### config.mk
export PLATFORM = sky130hd
export DESIGN_NAME = link_scanner
export DESIGN_NICKNAME = d
export VERILOG_FILES = /design/src/rtl/lsc_pkg.sv /design/src/rtl/lsc_seq.sv /design/src/rtl/lsc_drive.sv /design/src/rtl/lsc_mux_enc.sv /design/src/rtl/link_scanner.sv
export SDC_FILE = /design/constraint.sdc
export NUM_CORES = 1
export LEC_CHECK = 0
export ABC_CLOCK_PERIOD_IN_PS = 5360
export BUFFER_PORTS_ARGS = -buffer_cell sky130_fd_sc_hd__buf_2
export CAP_MARGIN = 5
export CORE_AREA = 10 10 85 87
export DETAILED_ROUTE_END_ITERATION = 6
export DIE_AREA = 0 0 95 97
export HOLD_SLACK_MARGIN = 0.15
export SETUP_SLACK_MARGIN = 0.5
export SLEW_MARGIN = 10
export SYNTH_ARGS = -nofsm -noshare
export SYNTH_HDL_FRONTEND = slang
export SYNTH_SLANG_ARGS = --single-unit
### constraint.sdc
create_clock -name clk -period 5.36 [get_ports clk]
set_input_delay 0.536 -clock clk [delete_from_list [all_inputs] [get_ports clk]]
set_output_delay 0.536 -clock clk [all_outputs]
set_load 0.05 [all_outputs]
### src/rtl/lsc_pkg.sv
package lsc_pkg;

    typedef enum logic [0:0] {
        PH_BLANK = 1'b0,
        PH_PROBE = 1'b1
    } drive_phase_e;

endpackage

### src/rtl/lsc_seq.sv
module lsc_seq
    import lsc_pkg::*;
#(
    parameter int N_TERM     = 20,
    parameter int SETTLE_CYC = 40000,
    parameter int BLANK_CYC  = 500,
    localparam int IW = $clog2(N_TERM),
    localparam int CW = $clog2(SETTLE_CYC + 1),
    localparam int AW = $clog2(N_TERM * N_TERM)
) (
    input  logic          clk,
    input  logic          rst,
    input  logic          adc_done,
    output logic          adc_req,
    output logic          accept,
    output drive_phase_e  phase,
    output logic [IW-1:0] hi_idx,
    output logic [IW-1:0] rd_idx,
    output logic [AW-1:0] pair_addr
);

    typedef struct packed {
        logic [CW-1:0] cnt;
        logic [IW-1:0] hi;
        logic [IW-1:0] rd;
    } scan_st_t;

    scan_st_t st_d, st_q;
    logic     settled_d;

    always_comb begin
        st_d      = st_q;
        settled_d = (st_q.cnt == CW'(SETTLE_CYC));
        if (settled_d && adc_done) begin
            st_d.cnt = '0;
            if (st_q.rd == IW'(N_TERM - 1)) begin
                st_d.rd = '0;
                if (st_q.hi == IW'(N_TERM - 1)) begin
                    st_d.hi = '0;
                end else begin
                    st_d.hi = st_q.hi + 1'b1;
                end
            end else begin
                st_d.rd = st_q.rd + 1'b1;
            end
        end else if (!settled_d) begin
            st_d.cnt = st_q.cnt + 1'b1;
        end
    end

    always_ff @(posedge clk) begin
        if (rst) begin
            st_q <= '0;
        end else begin
            st_q <= st_d;
        end
    end

    assign adc_req   = settled_d;
    assign accept    = settled_d && adc_done;
    assign phase     = (st_q.cnt < CW'(BLANK_CYC)) ? PH_BLANK : PH_PROBE;
    assign hi_idx    = st_q.hi;
    assign rd_idx    = st_q.rd;
    assign pair_addr = AW'(st_q.hi) * AW'(N_TERM) + AW'(st_q.rd);

endmodule

### src/rtl/lsc_drive.sv
module lsc_drive
    import lsc_pkg::*;
#(
    parameter int N_TERM = 20,
    localparam int IW = $clog2(N_TERM)
) (
    input  drive_phase_e      phase,
    input  logic [IW-1:0]     hi_idx,
    input  logic [IW-1:0]     rd_idx,
    output logic [N_TERM-1:0] term_val,
    output logic [N_TERM-1:0] term_oe
);

    for (genvar i = 0; i < N_TERM; i++) begin : g_term
        logic is_hi, is_rd, probing;
        assign probing     = (phase == PH_PROBE);
        assign is_hi       = (hi_idx == IW'(i));
        assign is_rd       = (rd_idx == IW'(i));
        assign term_val[i] = probing && is_hi;
        assign term_oe[i]  = !probing || is_hi || !is_rd;
    end

endmodule

### src/rtl/lsc_mux_enc.sv
module lsc_mux_enc #(
    parameter int N_TERM   = 20,
    parameter int SEL_W    = 3,
    parameter int BOT_CH0  = 4,
    localparam int IW      = $clog2(N_TERM),
    localparam int BOT_SZ  = 1 << SEL_W,
    localparam int DIRECT0 = 2 * BOT_SZ
) (
    input  logic [IW-1:0]      rd_idx,
    output logic [2*SEL_W-1:0] mux_sel
);

    logic [SEL_W-1:0] bot_sel;
    logic [SEL_W-1:0] top_sel;

    assign bot_sel = rd_idx[SEL_W-1:0];

    always_comb begin
        if (rd_idx < IW'(BOT_SZ)) begin
            top_sel = SEL_W'(BOT_CH0);
        end else if (rd_idx < IW'(DIRECT0)) begin
            top_sel = SEL_W'(BOT_CH0 + 1);
        end else begin
            top_sel = SEL_W'(rd_idx - IW'(DIRECT0));
        end
    end

    assign mux_sel = {bot_sel, top_sel};

endmodule

### src/rtl/link_scanner.sv
module link_scanner
    import lsc_pkg::*;
#(
    parameter int N_TERM     = 20,
    parameter int SETTLE_CYC = 40000,
    parameter int BLANK_CYC  = 500,
    parameter int ADC_W      = 10,
    parameter int THRESH     = 32,
    parameter int SEL_W      = 3,
    localparam int IW = $clog2(N_TERM),
    localparam int AW = $clog2(N_TERM * N_TERM)
) (
    input  logic               clk,
    input  logic               rst,
    input  logic               adc_done,
    input  logic [ADC_W-1:0]   adc_code,
    output logic               adc_req,
    output logic [N_TERM-1:0]  term_val,
    output logic [N_TERM-1:0]  term_oe,
    output logic [2*SEL_W-1:0] mux_sel,
    output logic               mem_we,
    output logic [AW-1:0]      mem_addr,
    output logic               mem_bit
);

    drive_phase_e  phase;
    logic [IW-1:0] hi_idx, rd_idx;
    logic          accept;

    lsc_seq #(
        .N_TERM(N_TERM), .SETTLE_CYC(SETTLE_CYC), .BLANK_CYC(BLANK_CYC)
    ) u_seq (
        .clk(clk), .rst(rst), .adc_done(adc_done), .adc_req(adc_req),
        .accept(accept), .phase(phase), .hi_idx(hi_idx), .rd_idx(rd_idx),
        .pair_addr(mem_addr)
    );

    lsc_drive #(.N_TERM(N_TERM)) u_drive (
        .phase(phase), .hi_idx(hi_idx), .rd_idx(rd_idx),
        .term_val(term_val), .term_oe(term_oe)
    );

    lsc_mux_enc #(.N_TERM(N_TERM), .SEL_W(SEL_W)) u_mux (
        .rd_idx(rd_idx), .mux_sel(mux_sel)
    );

    assign mem_we  = accept;
    assign mem_bit = (adc_code > ADC_W'(THRESH));

endmodule

==> impl_metrics.sql, run 1 <==
INSERT INTO impl_metrics (metric_group, metric, value, unit) VALUES
('outcome', 'status', 'finished clean', ''),
('yosys', 'netlist.area_leader.share', '0.246', ''),
('yosys', 'synth_common_cells', 'sky130_fd_sc_hd__nor2_1, sky130_fd_sc_hd__dfxtp_1, sky130_fd_sc_hd__ha_1, sky130_fd_sc_hd__o211ai_1, sky130_fd_sc_hd__xnor2_1', ''),
('worst_setup_path', 'rrSetupSlack', '3020', 'ps'),
('power_and_ir_drop', 'power.clock.fraction', '0.378', ''),
('detailed_routing', 'post-route-drc-count', '0', ''),
('power_and_ir_drop', 'seqPwrFrac', '0.579', ''),
('layout', 'post_route_cells_drive_above_1_share', '0.249', ''),
('sta', 'finalSetupTns', '0', 'ps'),
('placement', 'post-dp-hpwl', '4690', 'µm'),
('detailed_routing', 'route.detailed.vias_per_inst', '5.17', ''),
('detailed_routing', 'routed_wirelength', '5810', 'µm'),
('worst_setup_path', 'worst_ep_arrival_time', '2780', 'ps'),
('min_path', 'min_path_type', 'reg -> reg', ''),
('yosys', 'dominantRegCellSynth', 'sky130_fd_sc_hd__dfxtp_1', ''),
('yosys', 'syn_avg_cell_area', '7.88', 'µm²'),
('layout', 'num_antenna_cells', '0', ''),
('floorplanning', 'row_count', '27', ''),
('floorplanning', 'io_pins', '71', ''),
('sta', 'fin_clk_skew', '3.35', 'ps'),
('yosys', 'postSynth.asyncResetShare', '0', ''),
('sta', 'timing.final.hold_violations', '0', ''),
('power_and_ir_drop', 'irDropWorstVdd', '0.0882', 'mV'),
('global_route', 'grt_max_degree', '17', ''),
('power_and_ir_drop', 'p_sw_frac', '0.214', ''),
('clock_network', 'ctsResizeCount', '0', ''),
('clock_network', 'cts-hold-fix-buffers', '0', ''),
('floorplanning', 'die_h', '97', 'µm'),
('clock_network', 'max-clock-path-buffers', '2', ''),
('yosys', 'netlist.top_cell.by_area', 'sky130_fd_sc_hd__dfxtp_1', ''),
('sta', 'timing.final.crit_share', '0.618', ''),
('layout', 'nets', '366', ''),
('sta', 'relSlewSlack', '0.434', ''),
('detailed_routing', 'drt.antenna.violating_nets', '0', ''),
('global_route', 'grt_pass1_wl', '9300', 'µm'),
('clock_network', 'cts_setup_buffers', '0', ''),
('clock_network', 'clock_sink_count', '26', ''),
('detailed_routing', 'routed_wire_length_per_instance', '14.5', 'µm'),
('worst_setup_path', 'cp_data_required_time', '4820', 'ps'),
('sta', 'worst_margin_pin_slew', '837', 'ps'),
('worst_setup_path', 'end_kind', 'primary output', ''),
('yosys', 'synth_enable_flop_cells', '0', ''),
('yosys', 'synthCells', '268', ''),
('layout', 'area_growth', '20.2', '%'),
('layout', 'layout.filler_cells', '563', ''),
('placement', 'io_buffers', '70', ''),
('worst_setup_path', 'criticalPathCategory', 'reg -> out', ''),
('sta', 'final_period_minus_worst_setup_slack', '3310', 'ps'),
('detailed_routing', 'drtPass1Iterations', '4', ''),
('floorplanning', 'design.core.area', '5470', 'µm²'),
('sta', 'hold_ws', '546', 'ps'),
('job', 'cap_violations', '0', ''),
('yosys', 'count_of_warnings_emitted_by_yosys', '0', ''),
('yosys', 'most_frequent_cell_after_synthesis', 'sky130_fd_sc_hd__nor2_1', ''),
('yosys', 'synth_fp_nets', '304', ''),
('power_and_ir_drop', 'p_sw', '0.0729', 'mW'),
('sta', 'rsz0062_at_grt', 'false', ''),
('yosys', 'synthesis.area', '2110', 'µm²'),
('clock_network', 'root_buffer_selected_by_cts', 'sky130_fd_sc_hd__clkbuf_8', ''),
('worst_setup_path', 'launching_element_type_of_the_critical_path', 'register', ''),
('placement', 'globalplace.congestion', '0.865', ''),
('clock_network', 'cts-htree-levels', '1', ''),
('floorplanning', 'floorplan.die.width', '95', 'µm'),
('global_route', 'first_global_vias', '1918', ''),
('sta', 'drv_slew', '0', ''),
('clock_network', 'tritoncts', 'built', ''),
('yosys', 'ys_seq_area_frac', '0.246', ''),
('worst_setup_path', 'path_max_fanout', '15', ''),
('sta', 'maxClockFrequency', '0.302', 'GHz'),
('sta', 'setup-violations-final', '0', ''),
('yosys', 'yosys.cell_types.count', '46', '');
[state kept, by name, indices dropped and copies added (netlist names)]
| signal | count |
|---|---|
| u_seq.rd_idx | 5 |
| u_seq.st_q | 16 |
| u_seq.hi_idx | 5 |
[worst max-delay path, stage by stage, from the launching register on]
cell                       delay (ps)
sky130_fd_sc_hd__dfxtp_1          430
sky130_fd_sc_hd__nand4_1          330
sky130_fd_sc_hd__o311ai_1         400
sky130_fd_sc_hd__buf_4            250
sky130_fd_sc_hd__nor3b_1          650
sky130_fd_sc_hd__o211ai_1         180
sky130_fd_sc_hd__buf_2            270
[power groups by stage]
stage	clock, mW	sequential (mW)	combinational (mW)
floorplan	0	0.201	0.00902
global placement	0	0.202	0.0142
detailed placement	0	0.202	0.0148
CTS	0.133	0.197	0.0148
global route	0.138	0.198	0.0167
finish	0.129	0.197	0.0145
[through the flow]
| stage | util | area [µm²] | power [mW] | instances | setup slack, ps |
|---|---|---|---|---|---|
| final | 0.464 | 2540 | 0.341 | 401 | 2050 |
| after CTS | 0.464 | 2540 | 0.345 | 401 | 2120 |
| after global placement | 0.454 | 2480 | 0.216 | 397 | 2510 |
| after detailed placement | 0.454 | 2480 | 0.217 | 397 | 2440 |
| after global routing | 0.464 | 2540 | 0.353 | 401 | 1780 |
| after floorplan | - | 2110 | 0.210 | 268 | 1950 |
[area by class of cell]
class / count / share of cell area
well taps: 72 / 0.0355
inverters: 14 / 0.0207
clock buffers: 4 / 0.0217
repair buffers: 72 / 0.144
multi-input cells: 213 / 0.573
flip-flops and latches: 26 / 0.205
[cell usage in the layout, fill, tap and decap left out, types with 4 or more instances in the layout]
master                     Yosys  layout
sky130_fd_sc_hd__nand4_1       9       9
sky130_fd_sc_hd__and3_1        7       7
sky130_fd_sc_hd__xor2_1        6       6
sky130_fd_sc_hd__clkbuf_8      0       4
sky130_fd_sc_hd__mux2i_1       4       4
sky130_fd_sc_hd__nand2b_1      4       4
sky130_fd_sc_hd__nand3_1      13      13
sky130_fd_sc_hd__nor4_1        7       7
sky130_fd_sc_hd__or4_1         4       4
sky130_fd_sc_hd__xnor2_1      15      15
sky130_fd_sc_hd__inv_1        12      12
sky130_fd_sc_hd__o21ai_0       7       7
sky130_fd_sc_hd__nor2_1       42      42
sky130_fd_sc_hd__a21oi_1      10      10
sky130_fd_sc_hd__nor2b_1       5       5
sky130_fd_sc_hd__nand2_1      14      14
sky130_fd_sc_hd__dfxtp_1      26      26
sky130_fd_sc_hd__o211ai_1     15      15
sky130_fd_sc_hd__buf_2         1      70
sky130_fd_sc_hd__ha_1         21      21
[layer usage]
metal | vias up | track usage | wire [µm]
li1 | 1066 | - | -
met1 | 926 | 0.152 | 2640
met2 | 74 | 0.193 | 2620
met3 | 7 | 0.0231 | 479
met4 | 0 | 0.0320 | 72
met5 | - | 0 | 0
[final timing paths]
path,start,end,cells past startpoint
max,u_seq.st_q[14],term_oe[3],6
min,u_seq.hi_idx[4],u_seq.hi_idx[4],2
max reg2reg,u_seq.st_q[14],u_seq.st_q[20],4
min reg2reg,u_seq.hi_idx[4],u_seq.hi_idx[4],2
[cells by family after synthesis]
family / Yosys count / synth area share
adders and majority gates: 23 / 0.143
DFF: 26 / 0.246
muxes: 5 / 0.0243
AOI/OAI and AO/OA: 37 / 0.112
buffers and inverters: 29 / 0.0646
and+or+nand+nor: 127 / 0.322
xor gates and xnor gates: 21 / 0.0871
Note: power is estimated with default switching activity, not from simulation.
==> run 2, diff against run 1 <==
--- a/config.mk
+++ b/config.mk
@@ -5,13 +5,14 @@
 export SDC_FILE = /design/constraint.sdc
 export NUM_CORES = 1
 export LEC_CHECK = 0
-export ABC_CLOCK_PERIOD_IN_PS = 5360
+export ABC_CLOCK_PERIOD_IN_PS = 2900
 export BUFFER_PORTS_ARGS = -buffer_cell sky130_fd_sc_hd__buf_2
 export CAP_MARGIN = 5
 export CORE_AREA = 10 10 85 87
 export DETAILED_ROUTE_END_ITERATION = 6
 export DIE_AREA = 0 0 95 97
 export HOLD_SLACK_MARGIN = 0.15
+export PLACE_DENSITY = 0.66
 export SETUP_SLACK_MARGIN = 0.5
 export SLEW_MARGIN = 10
 export SYNTH_ARGS = -nofsm -noshare
==> constraint.sdc (replaced) <==
create_clock -name clk -period 2.9 [get_ports clk]
set_input_delay 0.29 -clock clk [delete_from_list [all_inputs] [get_ports clk]]
set_output_delay 0.29 -clock clk [all_outputs]
set_load 0.05 [all_outputs]
==> impl_metrics.sql, run 2 (synthesis gave the netlist of run 1 again) <==
INSERT INTO impl_metrics (metric_group, metric, value, unit) VALUES
('clock_network', 'cts.clk_slew.worst_paths', '100', 'ps'),
('sta', 'drv_slew', '0', ''),
('global_route', 'first_global_vias', '2156', ''),
('power_and_ir_drop', 'total_leakage_power', '1.38', 'nW'),
('floorplanning', 'floorplan.initialDensity', '0.386', ''),
('layout', 'post-route-util', '0.585', ''),
('detailed_routing', 'routed_wirelength', '6960', 'µm'),
('floorplanning', 'design.core.area', '5470', 'µm²'),
('global_route', 'global_route_congestion_overflow_total', '0', ''),
('global_route', 'gr-usage-all-layers', '0.133', ''),
('detailed_routing', 'routed_wire_length_per_instance', '16.1', 'µm'),
('clock_network', 'clk_latency', '280', 'ps'),
('worst_setup_path', 'launching_element_type_of_the_critical_path', 'register', ''),
('layout', 'nets', '397', ''),
('layout', 'max_ffs_per_register', '16', ''),
('layout', 'area_growth', '51.7', '%'),
('worst_setup_path', 'end_kind', 'primary output', ''),
('worst_setup_path', 'criticalPathCategory', 'reg -> out', ''),
('clock_network', 'cts_buffers', '3', ''),
('worst_setup_path', 'logic_depth_of_the_worst_register_to_register_path', '5', ''),
('placement', 'globalplace.congestion', '0.839', ''),
('detailed_routing', 'route.detailed.vias_per_inst', '5.33', ''),
('sta', 'relSlewSlack', '0.667', ''),
('floorplanning', 'design.die.area', '9220', 'µm²'),
('worst_setup_path', 'worst_ep_arrival_time', '2290', 'ps'),
('min_path', 'hold_end', 'u_seq.rd_idx[2]', ''),
('floorplanning', 'floorplan.die.width', '95', 'µm'),
('layout', 'post_route_cells_drive_above_1_share', '0.469', ''),
('detailed_routing', 'num_vias', '2304', ''),
('worst_setup_path', 'regToRegStartpoint', 'u_seq.st_q[15]', ''),
('floorplanning', 'io_pins', '71', ''),
('sta', 'maxClockFrequency', '0.387', 'GHz'),
('global_route', 'grt_pass1_wl', '10500', 'µm'),
('sta', 'timing.final.hold_violations', '0', ''),
('layout', 'registers.top_by_ff_count', 'u_seq.st_q', ''),
('layout', 'num_antenna_cells', '0', ''),
('floorplanning', 'die_h', '97', 'µm'),
('clock_network', 'max-clock-path-buffers', '2', ''),
('detailed_routing', 'drt.antenna.violating_nets', '0', ''),
('sta', 'finalSetupTns', '0', 'ps'),
('power_and_ir_drop', 'irDropWorstVdd', '0.313', 'mV'),
('sta', 'fin_clk_skew', '7.35', 'ps'),
('global_route', 'antenna_violations_before_repair', '0', ''),
('outcome', 'status', 'finished clean', ''),
('job', 'cap_violations', '0', ''),
('worst_setup_path', 'critical_path.reg2reg.endpoint', 'u_seq.rd_idx[2]', ''),
('global_route', 'grt_max_degree', '17', ''),
('sta', 'worst_margin_pin_slew', '498', 'ps'),
('min_path', 'worstHoldStart', 'rst', ''),
('clock_network', 'cts-htree-levels', '1', ''),
('placement', 'post-dp-hpwl', '4790', 'µm'),
('detailed_routing', 'drt_iter0_drc', '104', ''),
('layout', 'final_cell_mix', 'sky130_fd_sc_hd__buf_4, sky130_fd_sc_hd__buf_2, sky130_fd_sc_hd__nor2_1, sky130_fd_sc_hd__ha_1, sky130_fd_sc_hd__o211ai_1', ''),
('worst_setup_path', 'cp_data_required_time', '2610', 'ps'),
('min_path', 'hold_depth', '2', ''),
('floorplanning', 'row_count', '27', ''),
('sta', 'hold_ws', '319', 'ps'),
('clock_network', 'tritoncts', 'built', ''),
('detailed_routing', 'drtPass1Iterations', '4', ''),
('power_and_ir_drop', 'pwr_density_cell', '216', 'nW/µm²'),
('sta', 'final_period_minus_worst_setup_slack', '2580', 'ps'),
('clock_network', 'clock_sink_count', '26', ''),
('placement', 'io_buffers', '70', ''),
('detailed_routing', 'post-route-drc-count', '0', ''),
('min_path', 'min_path_type', 'in -> reg', ''),
('layout', 'layout.filler_cells', '494', ''),
('sta', 'setup-violations-final', '0', ''),
('layout', 'layout.cells.most_common', 'sky130_fd_sc_hd__buf_4', ''),
('sta', 'timing.final.crit_share', '0.891', ''),
('clock_network', 'root_buffer_selected_by_cts', 'sky130_fd_sc_hd__clkbuf_8', ''),
('worst_setup_path', 'rrSetupSlack', '590', 'ps'),
('sta', 'rsz0062_at_grt', 'true', ''),
('worst_setup_path', 'path_max_fanout', '3', '');
==> run 2: cell count changes in the layout (fill, tap and decap cells not counted), moves of 4 or more <==
cell and delta:
sky130_fd_sc_hd__clkbuf_4 +5, sky130_fd_sc_hd__buf_6 +13, sky130_fd_sc_hd__buf_4 +41, sky130_fd_sc_hd__ha_1 -4
sky130_fd_sc_hd__dfxtp_1 -14, sky130_fd_sc_hd__dfxtp_4 +7, sky130_fd_sc_hd__dfxtp_2 +7, sky130_fd_sc_hd__nor2_1 -14
sky130_fd_sc_hd__buf_2 -30, sky130_fd_sc_hd__nor2_2 +13
==> run 2: worst max-delay path, stage by stage, from the launching register on <==
cell and delay, ps:
sky130_fd_sc_hd__dfxtp_4 360, sky130_fd_sc_hd__ha_4 240, sky130_fd_sc_hd__ha_4 160, sky130_fd_sc_hd__fa_2 550
sky130_fd_sc_hd__nand4_1 140, sky130_fd_sc_hd__xor2_2 260, sky130_fd_sc_hd__xnor2_4 140, sky130_fd_sc_hd__buf_6 170
==> run 2: power breakdown <==
part | total (mW) | internal (mW) | switching [mW]
combinational | 0.0288 | 0.0140 | 0.0148
sequential | 0.358 | 0.353 | 0.00439
clock | 0.304 | 0.185 | 0.119
==> run 2: worst max path at each step <==
stage | start | endpoint | slack [ps] | cells after the start
after floorplan | u_seq.st_q[14] | term_val[10] | 530 | 5
after global placement | u_seq.hi_idx[2] | mem_addr[8] | 380 | 7
after detailed placement | u_seq.hi_idx[2] | mem_addr[8] | 340 | 7
after CTS | u_seq.hi_idx[3] | mem_addr[8] | 330 | 7
after global routing | u_seq.hi_idx[3] | mem_addr[8] | 220 | 8
final | u_seq.hi_idx[3] | mem_addr[8] | 320 | 7
==> run 2: final cells by class <==
cell class / count / area [µm²] / area share
Multi-Input combinational cell: 213 / 1700 / 0.529
Timing Repair Buffer: 103 / 733 / 0.229
Sequential cell: 26 / 556 / 0.173
Clock inverter: 1 / 30.0 / 0.00938
Tap cell: 72 / 90.1 / 0.0281
Inverter: 14 / 57.6 / 0.0180
Clock buffer: 3 / 41.3 / 0.0129
==> run 2: layer usage <==
layer | up-vias | GRT usage | wire [µm]
met5 | - | 0 | 0
met4 | 0 | 0.0183 | 91
met3 | 6 | 0.0378 | 572
met2 | 82 | 0.234 | 3420
met1 | 1086 | 0.158 | 2880
li1 | 1130 | - | -
==> run 2: per-stage QoR <==
step / total power, mW / worst slack [ps] / std cells / cell area, µm²
2_1_floorplan: 0.388 / 531 / 268 / 2230
3_3_place_gp: 0.398 / 382 / 398 / 2610
3_5_place_dp: 0.399 / 336 / 398 / 2610
4_1_cts: 0.702 / 331 / 415 / 2940
5_1_grt: 0.716 / 224 / 432 / 3200
6_report: 0.690 / 317 / 432 / 3200
==> run 2: repair_timing <==
item | in CTS | in global routing
endpoints found under the setup margin | 40 | 57
hold buffers | 0 | 0
hold endpoints to repair | 0 | 0
cloned | 1 | 1
pin swaps | 4 | 12
gates resized for setup | 43 | 61
buffers inserted | 12 | 16
==> run 3, diff against run 2 <==
--- a/config.mk
+++ b/config.mk
@@ -8,11 +8,13 @@
 export ABC_CLOCK_PERIOD_IN_PS = 2900
 export BUFFER_PORTS_ARGS = -buffer_cell sky130_fd_sc_hd__buf_2
 export CAP_MARGIN = 5
-export CORE_AREA = 10 10 85 87
+export CELL_PAD_IN_SITES_DETAIL_PLACEMENT = 0
+export CELL_PAD_IN_SITES_GLOBAL_PLACEMENT = 2
+export CORE_AREA = 10 10 103 105
 export DETAILED_ROUTE_END_ITERATION = 6
-export DIE_AREA = 0 0 95 97
+export DIE_AREA = 0 0 113 115
 export HOLD_SLACK_MARGIN = 0.15
-export PLACE_DENSITY = 0.66
+export PLACE_DENSITY_LB_ADDON = 0.1
 export SETUP_SLACK_MARGIN = 0.5
 export SLEW_MARGIN = 10
 export SYNTH_ARGS = -nofsm -noshare
==> impl_metrics.sql, run 3 (synthesis gave the netlist of run 1 again) <==
INSERT INTO impl_metrics (metric_group, metric, value, unit) VALUES
('outcome', 'status', 'finished clean', ''),
('sta', 'drv_slew', '0', ''),
('sta', 'final_period_minus_worst_setup_slack', '2540', 'ps'),
('clock_network', 'tritoncts', 'built', ''),
('detailed_routing', 'num_vias', '2157', ''),
('layout', 'multi_input_area', '1670', 'µm²'),
('global_route', 'first_global_vias', '2299', ''),
('job', 'cap_violations', '0', ''),
('sta', 'hold_ws', '331', 'ps'),
('worst_setup_path', 'worst_ep_arrival_time', '2250', 'ps'),
('layout', 'registers.top_by_ff_count', 'u_seq.st_q', ''),
('layout', 'nets', '387', ''),
('layout', 'layout.filler_cells', '905', ''),
('sta', 'timing.final.hold_violations', '0', ''),
('sta', 'finalSetupTns', '0', 'ps'),
('detailed_routing', 'route.detailed.vias_per_inst', '4.71', ''),
('clock_network', 'cts_buffers', '3', ''),
('sta', 'timing.final.ws_setup', '362', 'ps'),
('power_and_ir_drop', 'pwr_density_cell', '198', 'nW/µm²'),
('sta', 'fin_clk_skew', '6.43', 'ps'),
('global_route', 'grt_pass1_wl', '12300', 'µm'),
('floorplanning', 'io_pins', '71', ''),
('clock_network', 'clock_sink_count', '26', ''),
('placement', 'dpl_cell_area', '2710', 'µm²'),
('sta', 'setup-violations-final', '0', ''),
('clock_network', 'cts.clk_slew.worst_paths', '100', 'ps'),
('global_route', 'antenna_violations_before_repair', '0', ''),
('clock_network', 'root_buffer_selected_by_cts', 'sky130_fd_sc_hd__clkbuf_8', ''),
('detailed_routing', 'drt_iter0_drc', '64', ''),
('sta', 'rsz0062_at_grt', 'true', ''),
('worst_setup_path', 'end_kind', 'primary output', ''),
('layout', 'ff_latch_area', '547', 'µm²'),
('detailed_routing', 'drtPass1Iterations', '4', ''),
('global_route', 'global_route_congestion_overflow_total', '0', ''),
('layout', 'area_growth', '50.3', '%'),
('layout', 'layout.cells.most_common', 'sky130_fd_sc_hd__buf_2', ''),
('floorplanning', 'floorplan.die.width', '113', 'µm'),
('detailed_routing', 'routed_wirelength', '7400', 'µm'),
('floorplanning', 'design.die.area', '13000', 'µm²'),
('power_and_ir_drop', 'irDropWorstVdd', '0.120', 'mV'),
('power_and_ir_drop', 'total_leakage_power', '1.32', 'nW'),
('layout', 'post-route-util', '0.371', ''),
('sta', 'worst_margin_pin_slew', '431', 'ps'),
('power_and_ir_drop', 'total_power', '0.630', 'mW'),
('floorplanning', 'floorplan.initialDensity', '0.247', ''),
('layout', 'finalInstanceArea', '3170', 'µm²'),
('floorplanning', 'die_h', '115', 'µm'),
('detailed_routing', 'drt.antenna.violating_nets', '0', ''),
('detailed_routing', 'post-route-drc-count', '0', ''),
('worst_setup_path', 'path_max_fanout', '2', ''),
('layout', 'num_antenna_cells', '0', ''),
('layout', 'post_route_cells_drive_above_1_share', '0.420', ''),
('detailed_routing', 'routed_wire_length_per_instance', '16.2', 'µm'),
('worst_setup_path', 'cp_data_required_time', '2610', 'ps'),
('floorplanning', 'row_count', '34', ''),
('worst_setup_path', 'logic_depth_of_the_worst_register_to_register_path', '5', ''),
('placement', 'dp_slack', '348', 'ps'),
('placement', 'io_buffers', '70', ''),
('sta', 'timing.final.crit_share', '0.875', ''),
('placement', 'post-dp-hpwl', '5700', 'µm'),
('layout', 'final_cell_mix', 'sky130_fd_sc_hd__buf_2, sky130_fd_sc_hd__buf_4, sky130_fd_sc_hd__nor2_1, sky130_fd_sc_hd__ha_1', ''),
('clock_network', 'cts-hold-fix-buffers', '0', ''),
('layout', 'layoutNonFillerInstCount', '458', ''),
('worst_setup_path', 'launching_element_type_of_the_critical_path', 'register', ''),
('clock_network', 'max-clock-path-buffers', '2', ''),
('global_route', 'grt_max_degree', '17', ''),
('clock_network', 'clk_latency', '270', 'ps'),
('clock_network', 'cts-htree-levels', '1', ''),
('sta', 'relSlewSlack', '0.713', ''),
('layout', 'max_ffs_per_register', '16', ''),
('floorplanning', 'design.core.area', '8550', 'µm²'),
('min_path', 'hold_depth', '2', ''),
('worst_setup_path', 'criticalPathCategory', 'reg -> out', ''),
('placement', 'globalplace.congestion', '0.709', ''),
('min_path', 'min_path_type', 'in -> reg', ''),
('global_route', 'gr-usage-all-layers', '0.113', ''),
('placement', 'placedCellCount', '439', ''),
('sta', 'maxClockFrequency', '0.394', 'GHz');
run 3: final timing paths:
path                   startpoint               to  slack, ps
setup / recovery  u_seq.hi_idx[1]      mem_addr[8]        360
hold reg to reg    u_seq.st_q[16]   u_seq.st_q[16]        530
setup reg to reg   u_seq.st_q[17]  u_seq.hi_idx[2]        560
hold / removal                rst  u_seq.hi_idx[3]        330
run 3: layout make-up:
type                            instances  area share
Inverter                               14      0.0181
Timing Repair Buffer                   93       0.224
Multi-Input combinational cell        213       0.526
Tap cell                              108      0.0426
Clock buffer                            4      0.0173
Sequential cell                        26       0.172
run 3: critical path, cell delays in order (launching register included):
cell and delay (ps):
sky130_fd_sc_hd__dfxtp_4 370, sky130_fd_sc_hd__ha_4 240, sky130_fd_sc_hd__ha_4 150, sky130_fd_sc_hd__fa_2 340, sky130_fd_sc_hd__xor2_2 150, sky130_fd_sc_hd__nand4_1 150, sky130_fd_sc_hd__xor2_2 250, sky130_fd_sc_hd__xnor2_4 140
sky130_fd_sc_hd__buf_6 170
run 3: timing repair:
item	4_1_cts	5_1_grt
gates resized for setup	39	51
cloned	1	0
pin swaps	9	8
endpoints found under the setup margin	20	64
buffers inserted	12	2
run 3: power breakdown:
group	switching, mW	internal, mW	leakage, nW	total (mW)
sequential	0.00461	0.355	0.217	0.360
clock	0.119	0.122	0.0288	0.240
combinational	0.0158	0.0138	1.07	0.0296
total	0.139	0.491	1.32	0.630
run 3: per-layer routing:
metal / GRT usage / wire length [µm]
met2: 0.200 / 3640
met5: 0 / 0
met4: 0.0237 / 33
met1: 0.135 / 3310
met3: 0.0260 / 421
